**src/rtl/ilv_pkg.sv**
```systemverilog
package ilv_pkg;

  // Word offsets inside one decoder's register slot (stride 8 words).
  localparam int OFS_BASE_LO = 0;
  localparam int OFS_BASE_HI = 1;
  localparam int OFS_SIZE_LO = 2;
  localparam int OFS_SIZE_HI = 3;
  localparam int OFS_CTRL    = 4;
  localparam int OFS_TGT_LO  = 5;
  localparam int OFS_TGT_HI  = 6;
  localparam int SLOT_SHIFT  = 3;

  // Control word fields.
  localparam int CTRL_GRAN_LSB = 0;
  localparam int CTRL_GRAN_W   = 4;
  localparam int CTRL_WAYS_LSB = 4;
  localparam int CTRL_WAYS_W   = 2;
  localparam int CTRL_COMMIT   = 8;

  // Capability word count field width.
  localparam int CNT_W = 4;

  // Window resolution: 256 MiB.
  localparam int WIN_SHIFT  = 28;
  // Smallest interleave granule: 256 bytes.
  localparam int GRAN_SHIFT = 8;

  typedef struct packed {
    logic [31:0] base_lo;
    logic [31:0] base_hi;
    logic [31:0] size_lo;
    logic [31:0] size_hi;
    logic [31:0] ctrl;
    logic [31:0] tgt_lo;
    logic [31:0] tgt_hi;
  } dec_regs_t;

endpackage

```
**src/rtl/ilv_regfile.sv**
```systemverilog
module ilv_regfile
  import ilv_pkg::*;
#(
  parameter int NUM_DEC = 8,
  parameter int REG_AW  = 7
) (
  input  logic              clk,
  input  logic              rst,
  input  logic              wr_en,
  input  logic [REG_AW-1:0] wr_addr,
  input  logic [31:0]       wr_data,
  output logic [31:0]       cap_q,
  output dec_regs_t         dec_q [NUM_DEC]
);

  localparam int SLOT_W = REG_AW - SLOT_SHIFT;

  logic [SLOT_W-1:0]     slot;
  logic [SLOT_SHIFT-1:0] ofs;

  assign slot = wr_addr[REG_AW-1:SLOT_SHIFT];
  assign ofs  = wr_addr[SLOT_SHIFT-1:0];

  always_ff @(posedge clk) begin
    if (rst) begin
      cap_q <= '0;
    end else if (wr_en && wr_addr == '0) begin
      cap_q <= wr_data;
    end
  end

  for (genvar g = 0; g < NUM_DEC; g++) begin : g_slot
    logic sel;
    assign sel = wr_en && (slot == SLOT_W'(g + 1));

    always_ff @(posedge clk) begin
      if (rst) begin
        dec_q[g] <= '0;
      end else if (sel) begin
        case (int'(ofs))
          OFS_BASE_LO: dec_q[g].base_lo <= wr_data;
          OFS_BASE_HI: dec_q[g].base_hi <= wr_data;
          OFS_SIZE_LO: dec_q[g].size_lo <= wr_data;
          OFS_SIZE_HI: dec_q[g].size_hi <= wr_data;
          OFS_CTRL:    dec_q[g].ctrl    <= wr_data;
          OFS_TGT_LO:  dec_q[g].tgt_lo  <= wr_data;
          OFS_TGT_HI:  dec_q[g].tgt_hi  <= wr_data;
          default: ;
        endcase
      end
    end
  end

  // a write to word 0 lands in the capability word
  a_r11_cap_write: assert property (@(posedge clk) disable iff (rst)
    (wr_en && wr_addr == '0) |=> (cap_q == $past(wr_data)));

endmodule

```
**src/rtl/ilv_dec_eval.sv**
```systemverilog
module ilv_dec_eval
  import ilv_pkg::*;
#(
  parameter int ADDR_W = 64
) (
  input  dec_regs_t         regs,
  input  logic              en,
  input  logic [ADDR_W-1:0] addr,
  output logic              hit,
  output logic              committed,
  output logic [7:0]        target
);

  localparam int GR_W = ADDR_W - WIN_SHIFT;

  logic [GR_W-1:0]        base_g;
  logic [GR_W-1:0]        size_g;
  logic [GR_W:0]          end_g;
  logic [GR_W-1:0]        addr_g;
  logic [CTRL_GRAN_W-1:0] gran;
  logic [CTRL_WAYS_W-1:0] ways;
  logic [ADDR_W-1:0]      shifted;
  logic [2:0]             way_mask;
  logic [2:0]             idx;
  logic [31:0]            list_word;

  // Window bounds in 256 MiB units; low 28 bits of the low words dropped.
  assign base_g = GR_W'({regs.base_hi, regs.base_lo[31:WIN_SHIFT]});
  assign size_g = GR_W'({regs.size_hi, regs.size_lo[31:WIN_SHIFT]});
  assign end_g  = {1'b0, base_g} + {1'b0, size_g};
  assign addr_g = addr[ADDR_W-1:WIN_SHIFT];

  assign hit = en && (addr_g >= base_g) && ({1'b0, addr_g} < end_g);
  assign committed = regs.ctrl[CTRL_COMMIT];

  assign gran = regs.ctrl[CTRL_GRAN_LSB +: CTRL_GRAN_W];
  assign ways = regs.ctrl[CTRL_WAYS_LSB +: CTRL_WAYS_W];

  assign shifted  = addr >> (GRAN_SHIFT + int'(gran));
  assign way_mask = ~(3'b111 << ways);
  assign idx      = shifted[2:0] & way_mask;

  assign list_word = idx[2] ? regs.tgt_hi : regs.tgt_lo;
  assign target    = list_word[{idx[1:0], 3'b000} +: 8];

endmodule

```
**src/rtl/ilv_first_hit.sv**
```systemverilog
module ilv_first_hit #(
  parameter int NUM_DEC = 8,
  parameter int IDX_W   = 3
) (
  input  logic               clk,
  input  logic               rst,
  input  logic [NUM_DEC-1:0] req,
  output logic               any,
  output logic [IDX_W-1:0]   idx,
  output logic [NUM_DEC-1:0] grant
);

  always_comb begin
    idx   = '0;
    grant = '0;
    for (int i = NUM_DEC - 1; i >= 0; i--) begin
      if (req[i]) begin
        idx   = IDX_W'(i);
        grant = NUM_DEC'(1) << i;
      end
    end
  end

  assign any = |req;

  // at most one decoder decides, and only one that hit
  a_r6_single_winner: assert property (@(posedge clk) disable iff (rst)
    $onehot0(grant) && ((grant & ~req) == '0));

  // the winner has no lower-indexed hitting decoder
  a_r6_lowest_wins: assert property (@(posedge clk) disable iff (rst)
    any |-> ((req & (grant - NUM_DEC'(1))) == '0));

endmodule

```
**src/rtl/ilv_target_sel.sv**
```systemverilog
module ilv_target_sel
  import ilv_pkg::*;
#(
  parameter int NUM_DEC = 8,
  parameter int ADDR_W  = 64,
  parameter int REG_AW  = $clog2(8 * (NUM_DEC + 1))
) (
  input  logic              clk,
  input  logic              rst,
  input  logic              wr_en,
  input  logic [REG_AW-1:0] wr_addr,
  input  logic [31:0]       wr_data,
  input  logic              lk_valid,
  input  logic [ADDR_W-1:0] lk_addr,
  output logic              rsp_valid,
  output logic              rsp_found,
  output logic [7:0]        rsp_target
);

  localparam int IDX_W = (NUM_DEC > 1) ? $clog2(NUM_DEC) : 1;

  logic [31:0]        cap_q;
  dec_regs_t          dec_q [NUM_DEC];
  logic [CNT_W-1:0]   cnt_raw;
  logic [CNT_W:0]     cnt_use;
  logic [NUM_DEC-1:0] en_vec;
  logic [NUM_DEC-1:0] hit_vec;
  logic [NUM_DEC-1:0] com_vec;
  logic [7:0]         tgt_arr [NUM_DEC];
  logic               any_hit;
  logic [IDX_W-1:0]   win_idx;
  logic [NUM_DEC-1:0] win_grant;
  logic               nxt_found;
  logic [7:0]         nxt_target;

  ilv_regfile #(
    .NUM_DEC (NUM_DEC),
    .REG_AW  (REG_AW)
  ) u_regs (
    .clk     (clk),
    .rst     (rst),
    .wr_en   (wr_en),
    .wr_addr (wr_addr),
    .wr_data (wr_data),
    .cap_q   (cap_q),
    .dec_q   (dec_q)
  );

  // Decoders in use: the count field, saturated at the bank size.
  assign cnt_raw = cap_q[CNT_W-1:0];
  assign cnt_use = ({1'b0, cnt_raw} > (CNT_W+1)'(NUM_DEC)) ?
                   (CNT_W+1)'(NUM_DEC) : {1'b0, cnt_raw};

  for (genvar g = 0; g < NUM_DEC; g++) begin : g_dec
    assign en_vec[g] = ((CNT_W+1)'(g) < cnt_use);

    ilv_dec_eval #(
      .ADDR_W (ADDR_W)
    ) u_eval (
      .regs      (dec_q[g]),
      .en        (en_vec[g]),
      .addr      (lk_addr),
      .hit       (hit_vec[g]),
      .committed (com_vec[g]),
      .target    (tgt_arr[g])
    );
  end

  ilv_first_hit #(
    .NUM_DEC (NUM_DEC),
    .IDX_W   (IDX_W)
  ) u_pick (
    .clk   (clk),
    .rst   (rst),
    .req   (hit_vec),
    .any   (any_hit),
    .idx   (win_idx),
    .grant (win_grant)
  );

  assign nxt_found  = any_hit && com_vec[win_idx];
  assign nxt_target = nxt_found ? tgt_arr[win_idx] : 8'h00;

  always_ff @(posedge clk) begin
    if (rst) begin
      rsp_valid  <= 1'b0;
      rsp_found  <= 1'b0;
      rsp_target <= 8'h00;
    end else begin
      rsp_valid  <= lk_valid;
      rsp_found  <= lk_valid && nxt_found;
      rsp_target <= lk_valid ? nxt_target : 8'h00;
    end
  end

  // every request is answered on the next cycle
  a_r2_answer_next: assert property (@(posedge clk) disable iff (rst)
    lk_valid |=> rsp_valid);

  // outputs are quiet after an idle cycle
  a_r2_quiet_idle: assert property (@(posedge clk) disable iff (rst)
    !lk_valid |=> (!rsp_valid && !rsp_found && rsp_target == 8'h00));

  // a miss carries a zero target
  a_r10_miss_zero: assert property (@(posedge clk) disable iff (rst)
    !rsp_found |-> (rsp_target == 8'h00));

  // with no decoder in use nothing is found
  a_r3_none_in_use: assert property (@(posedge clk) disable iff (rst)
    (lk_valid && cap_q[CNT_W-1:0] == '0) |=> !rsp_found);

  // a winner that is not committed never yields found
  a_r7_uncommitted_miss: assert property (@(posedge clk) disable iff (rst)
    (lk_valid && any_hit && !com_vec[win_idx]) |=> !rsp_found);

endmodule

```
**config.mk**
```make
export PLATFORM = sky130hd
export DESIGN_NAME = ilv_target_sel
export DESIGN_NICKNAME = d
export VERILOG_FILES = /design/src/rtl/ilv_pkg.sv /design/src/rtl/ilv_regfile.sv /design/src/rtl/ilv_dec_eval.sv /design/src/rtl/ilv_first_hit.sv /design/src/rtl/ilv_target_sel.sv
export SDC_FILE = /design/constraint.sdc
export NUM_CORES = 2
export LEC_CHECK = 0
export ABC_AREA = 1
export BUFFER_PORTS_ARGS = -buffer_cell sky130_fd_sc_hd__clkbuf_2
export CORE_MARGIN = 2
export CORE_UTILIZATION = 57
export CTS_CLUSTER_DIAMETER = 80
export CTS_CLUSTER_SIZE = 16
export DETAILED_ROUTE_END_ITERATION = 8
export GPL_TIMING_DRIVEN = 0
export HOLD_SLACK_MARGIN = 0.15
export PLACE_DENSITY = 0.73
export SLEW_MARGIN = 25
export SYNTH_ARGS = -nofsm -noshare
export SYNTH_HDL_FRONTEND = slang
export SYNTH_SLANG_ARGS = --single-unit
```
**constraint.sdc**
```tcl
create_clock -name clk -period 9.55 [get_ports clk]
set_clock_uncertainty 0.05 [all_clocks]
set_input_delay 1.91 -clock clk [delete_from_list [all_inputs] [get_ports clk]]
set_output_delay 1.91 -clock clk [all_outputs]
set_load 0.1 [all_outputs]
```
==> reports/metrics.yaml <==
synthesis.area_um2: 75300
layout.cells.non_filler: 12700
worst_path_largest_cell_delay_ns: 0.66
ys_async_sr_fraction_pct: 0
routed_via_density: 6.44
share_comb_of_total_power_pct: 13.6
postCtsResizedCells: 0
core_region_area_um2: 131000
finalHoldViolCount: 0
clock_group_share_of_total_power_pct: 37.7
floorplan.die_area_um2: 135000
cp_data_required_time_ns: 10.19
post-cts-setup-buffers: 0
tritoncts: "yes"
post_route_cells_drive_above_1_share_pct: 5.54
drc: 5
final_design_area_no_fill_um2: 83300
drtPass1Iterations: 9
setup_viol: 0
crit-reg2reg-launch: "u_regs.dec_q[1116]"
ctsLongestPathBuffers: 3
slew_headroom_pct: 12.8
mappedNetlistNets: 11600
cts_sinks: 1158
seq_power_share_pct: 48.7
die_height_um: 367
holdBufCountCts: 0
row_count: 133
synth_enable_flop_cells: 0
final_min_period_over_clock_period_pct: 69.0
clock_edge_transition_at_the_registers_on_the_reported_setup_and_hold_paths_ns: 0.07
layout.nets: 11900
die_x_um: 367
violations: "DRC"
timing.final.ws_setup_ns: 2.96
timing.critical_path.fanout_max: 10
synthesis.instances: 10600
cts_root_buffer: "clkbuf_16"
syn_avg_cell_area_um2: 7.07
finalPower_mw: 9.95
synth_cell_type_count: 68
timing.hold.ws_ns: 0.413
tritoncts.num_buffers: 87
area_growth_pct: 10.7
post_route_ant_nets: 0
nFillCells: 12000
grt-ovfl-total: 0
grt_pass1_wl_um: 504000
cts.htree.levels: 3
cp-end-kind: "flip-flop"
hold-path-cell-count: 2
layout.core_utilization_pct: 63.4
drt_first_iter_violations: 11300
maxCapViolCount: 0
timing.critical_path.mode_cell: "nand2_1"
power-per-cell-area_nw_per_um2: 119
r2r.worst_path.cells: 35
boundaryPins: 117
postSynth.topFlopCell: "dfxtp_1"
period_needed_ns: 6.59
place.detailed.instances: 12600
run_status: "finished, violations left"
clock_latency_on_the_worst_skew_pair_ns: 0.77
hold_path_end: "u_regs.dec_q[1171]"
pre_cts_slack_ns: 3.12
max_freq_ghz: 0.152
via_count: 82100
gp_routability_congestion: 1.05
startpoint_of_the_lowest_slack_hold_path: "u_regs.dec_q[1171]"
timing_worst_setup_path_type: "reg2reg"
p_int_mw: 6.95
detail_route.wl_per_cell_um: 27.9
synth_sequential_area_ratio_pct: 30.8
final_max_slew_violation_count: 0
hp-class: "reg2reg"
totalNegativeSetupSlack_ns: 0
critical_path.slowest_cell: "o21ai_1"
grt_util_all_layers_pct: 50.9
timing_worst_slew_pin_value_ns: 1.31
rsz0062_at_grt: "no"
largest_net_degree_at_the_start_of_global_routing: 17
via_count_of_the_first_global_routing_pass: 75200
initial_utilization_pct: 57.3
worst-r2r-setup-slack_ns: 2.96
grt_antenna_before_repair: 27
place_area_um2: 80600
worst_voltage_drop_across_the_vdd_grid_v: 0.000183
netSwitchingFraction_pct: 30.1
dp_hpwl_um: 269000
endpoint_of_the_most_critical_register_to_register_path: "rsp_target[4]"
drt_wl_total_um: 356000
switching_power_mw: 3.00
post_synthesis_register_bit_count: 1158
port_buffers: 91
worstSetupStartpointType: "flip-flop"
critical_path_at_ns: 7.23
yosysWarningCount: 0
static-leakage-power_nw: 31.4
sequential cells by signal, summed over array words and instances (netlist names):
name and flops:
u_regs.cap_q 4, rsp_target 8, rsp_valid 1, u_regs.dec_q 1144, rsp_found 1
per-layer routing:
layer / part of all wire [%] / track usage, % / vias up
li1: - / - / 37000
met4: 10 / 41.9 / 22
met1: 36 / 62.5 / 38000
met3: 15 / 18.5 / 1496
met2: 39 / 70.5 / 5638
met5: 0.11 / 0.677 / -
Yosys cell counts (all sizes together) (8+ instances only):
cell,count,area (um2)
a211oi,411,3090
a21boi,9,67.6
a21o,37,278
a21oi,1583,7950
a31oi,31,194
a32oi,96,841
buf,108,569
clkbuf,506,1900
dfxtp,1158,23200
fa,8,160
ha,856,10700
inv,734,2760
mux2i,48,480
nand2,2609,9870
nand3,475,2410
nand3b,10,113
nand4,111,709
nor2,810,3090
nor3,57,300
nor3b,8,60.1
nor4,33,228
o2111ai,11,114
o211ai,83,628
o21a,44,330
o21ai,464,2330
o21bai,15,116
o221ai,19,166
xnor2,128,1120
xor2,143,1250
cells by family after synthesis:
| kind of cell | Yosys count | share of synthesized area, % |
|---|---|---|
| adder cells (fa/ha/maj) | 864 | 14.4 |
| XOR/XNOR | 271 | 3.15 |
| AND/OR/NAND/NOR | 4120 | 22.4 |
| AO/OA/AOI/OAI | 2823 | 21.6 |
| multiplexers | 48 | 0.638 |
| flip-flops | 1158 | 30.8 |
| buffers and inverters | 1355 | 6.98 |
power by group through the flow:
stage	Sequential (mW)	Combinational, mW	Clock, mW
floorplan	4.96	0.494	0
global placement	4.96	1.09	0
detailed placement	4.96	1.25	0
CTS	4.85	1.25	3.71
global route	4.85	1.35	3.88
finish	4.85	1.35	3.75
how the worst max path moves through the flow:
stage	startpoint	end
global placement	lk_addr[28]	rsp_target[5]
detailed placement	lk_addr[48]	rsp_target[5]
floorplan	u_regs.dec_q[1724]	rsp_target[0]
finish	u_regs.dec_q[1116]	rsp_target[4]
CTS	u_regs.dec_q[1116]	rsp_target[5]
global route	u_regs.dec_q[1116]	rsp_target[5]
final cells by class:
type                            instances  area, um2  area share (%)
Clock inverter                         21        297           0.356
Sequential cell                      1158      23200            27.8
Inverter                              741       2790            3.34
Tap cell                             1755       2200            2.64
Timing Repair Buffer                  193       2970            3.56
Buffer                                614       2640            3.17
Antenna cell                           43        108           0.129
Clock buffer                           95       2270            2.72
Multi-Input combinational cell       8126      46800            56.2
critical path: cells and delay by family (launching register included):
| family | cells | cell delay (ns) |
|---|---|---|
| AOI/OAI and AO/OA | 6 | 1.84 |
| xor gates and xnor gates | 1 | 0.09 |
| adders and majority gates | 3 | 0.93 |
| buffers and inverters | 4 | 0.48 |
| DFF | 1 | 0.42 |
| and+or+nand+nor | 21 | 2.71 |
placed cells by master (no fill, tap or decap), types with 9 or more instances in the layout:
cell type	Yosys	routed
buf_16	0	67
o211ai_1	82	82
clkbuf_2	3	205
inv_1	709	709
a31oi_1	31	31
nor3_1	54	53
o21ai_1	58	59
buf_6	8	10
a21boi_0	9	9
a211oi_1	411	411
buf_12	0	29
inv_2	24	24
a21oi_1	1576	1575
ha_1	856	856
clkbuf_16	0	88
o21ai_0	405	404
nand2_1	2597	2597
a21o_1	37	37
nor2_2	17	18
mux2i_1	48	48
clkbuf_1	503	385
o221ai_1	19	19
o21bai_1	14	14
nor4_1	31	31
buf_1	31	23
nand4_1	110	110
diode_2	0	43
xor2_1	143	143
o2111ai_1	10	10
buf_2	62	74
dfxtp_1	1158	1158
a32oi_1	96	96
o21a_1	44	44
nand3_1	469	469
nor2_1	792	791
xnor2_1	128	128
Power figures use the tool's default switching activity.
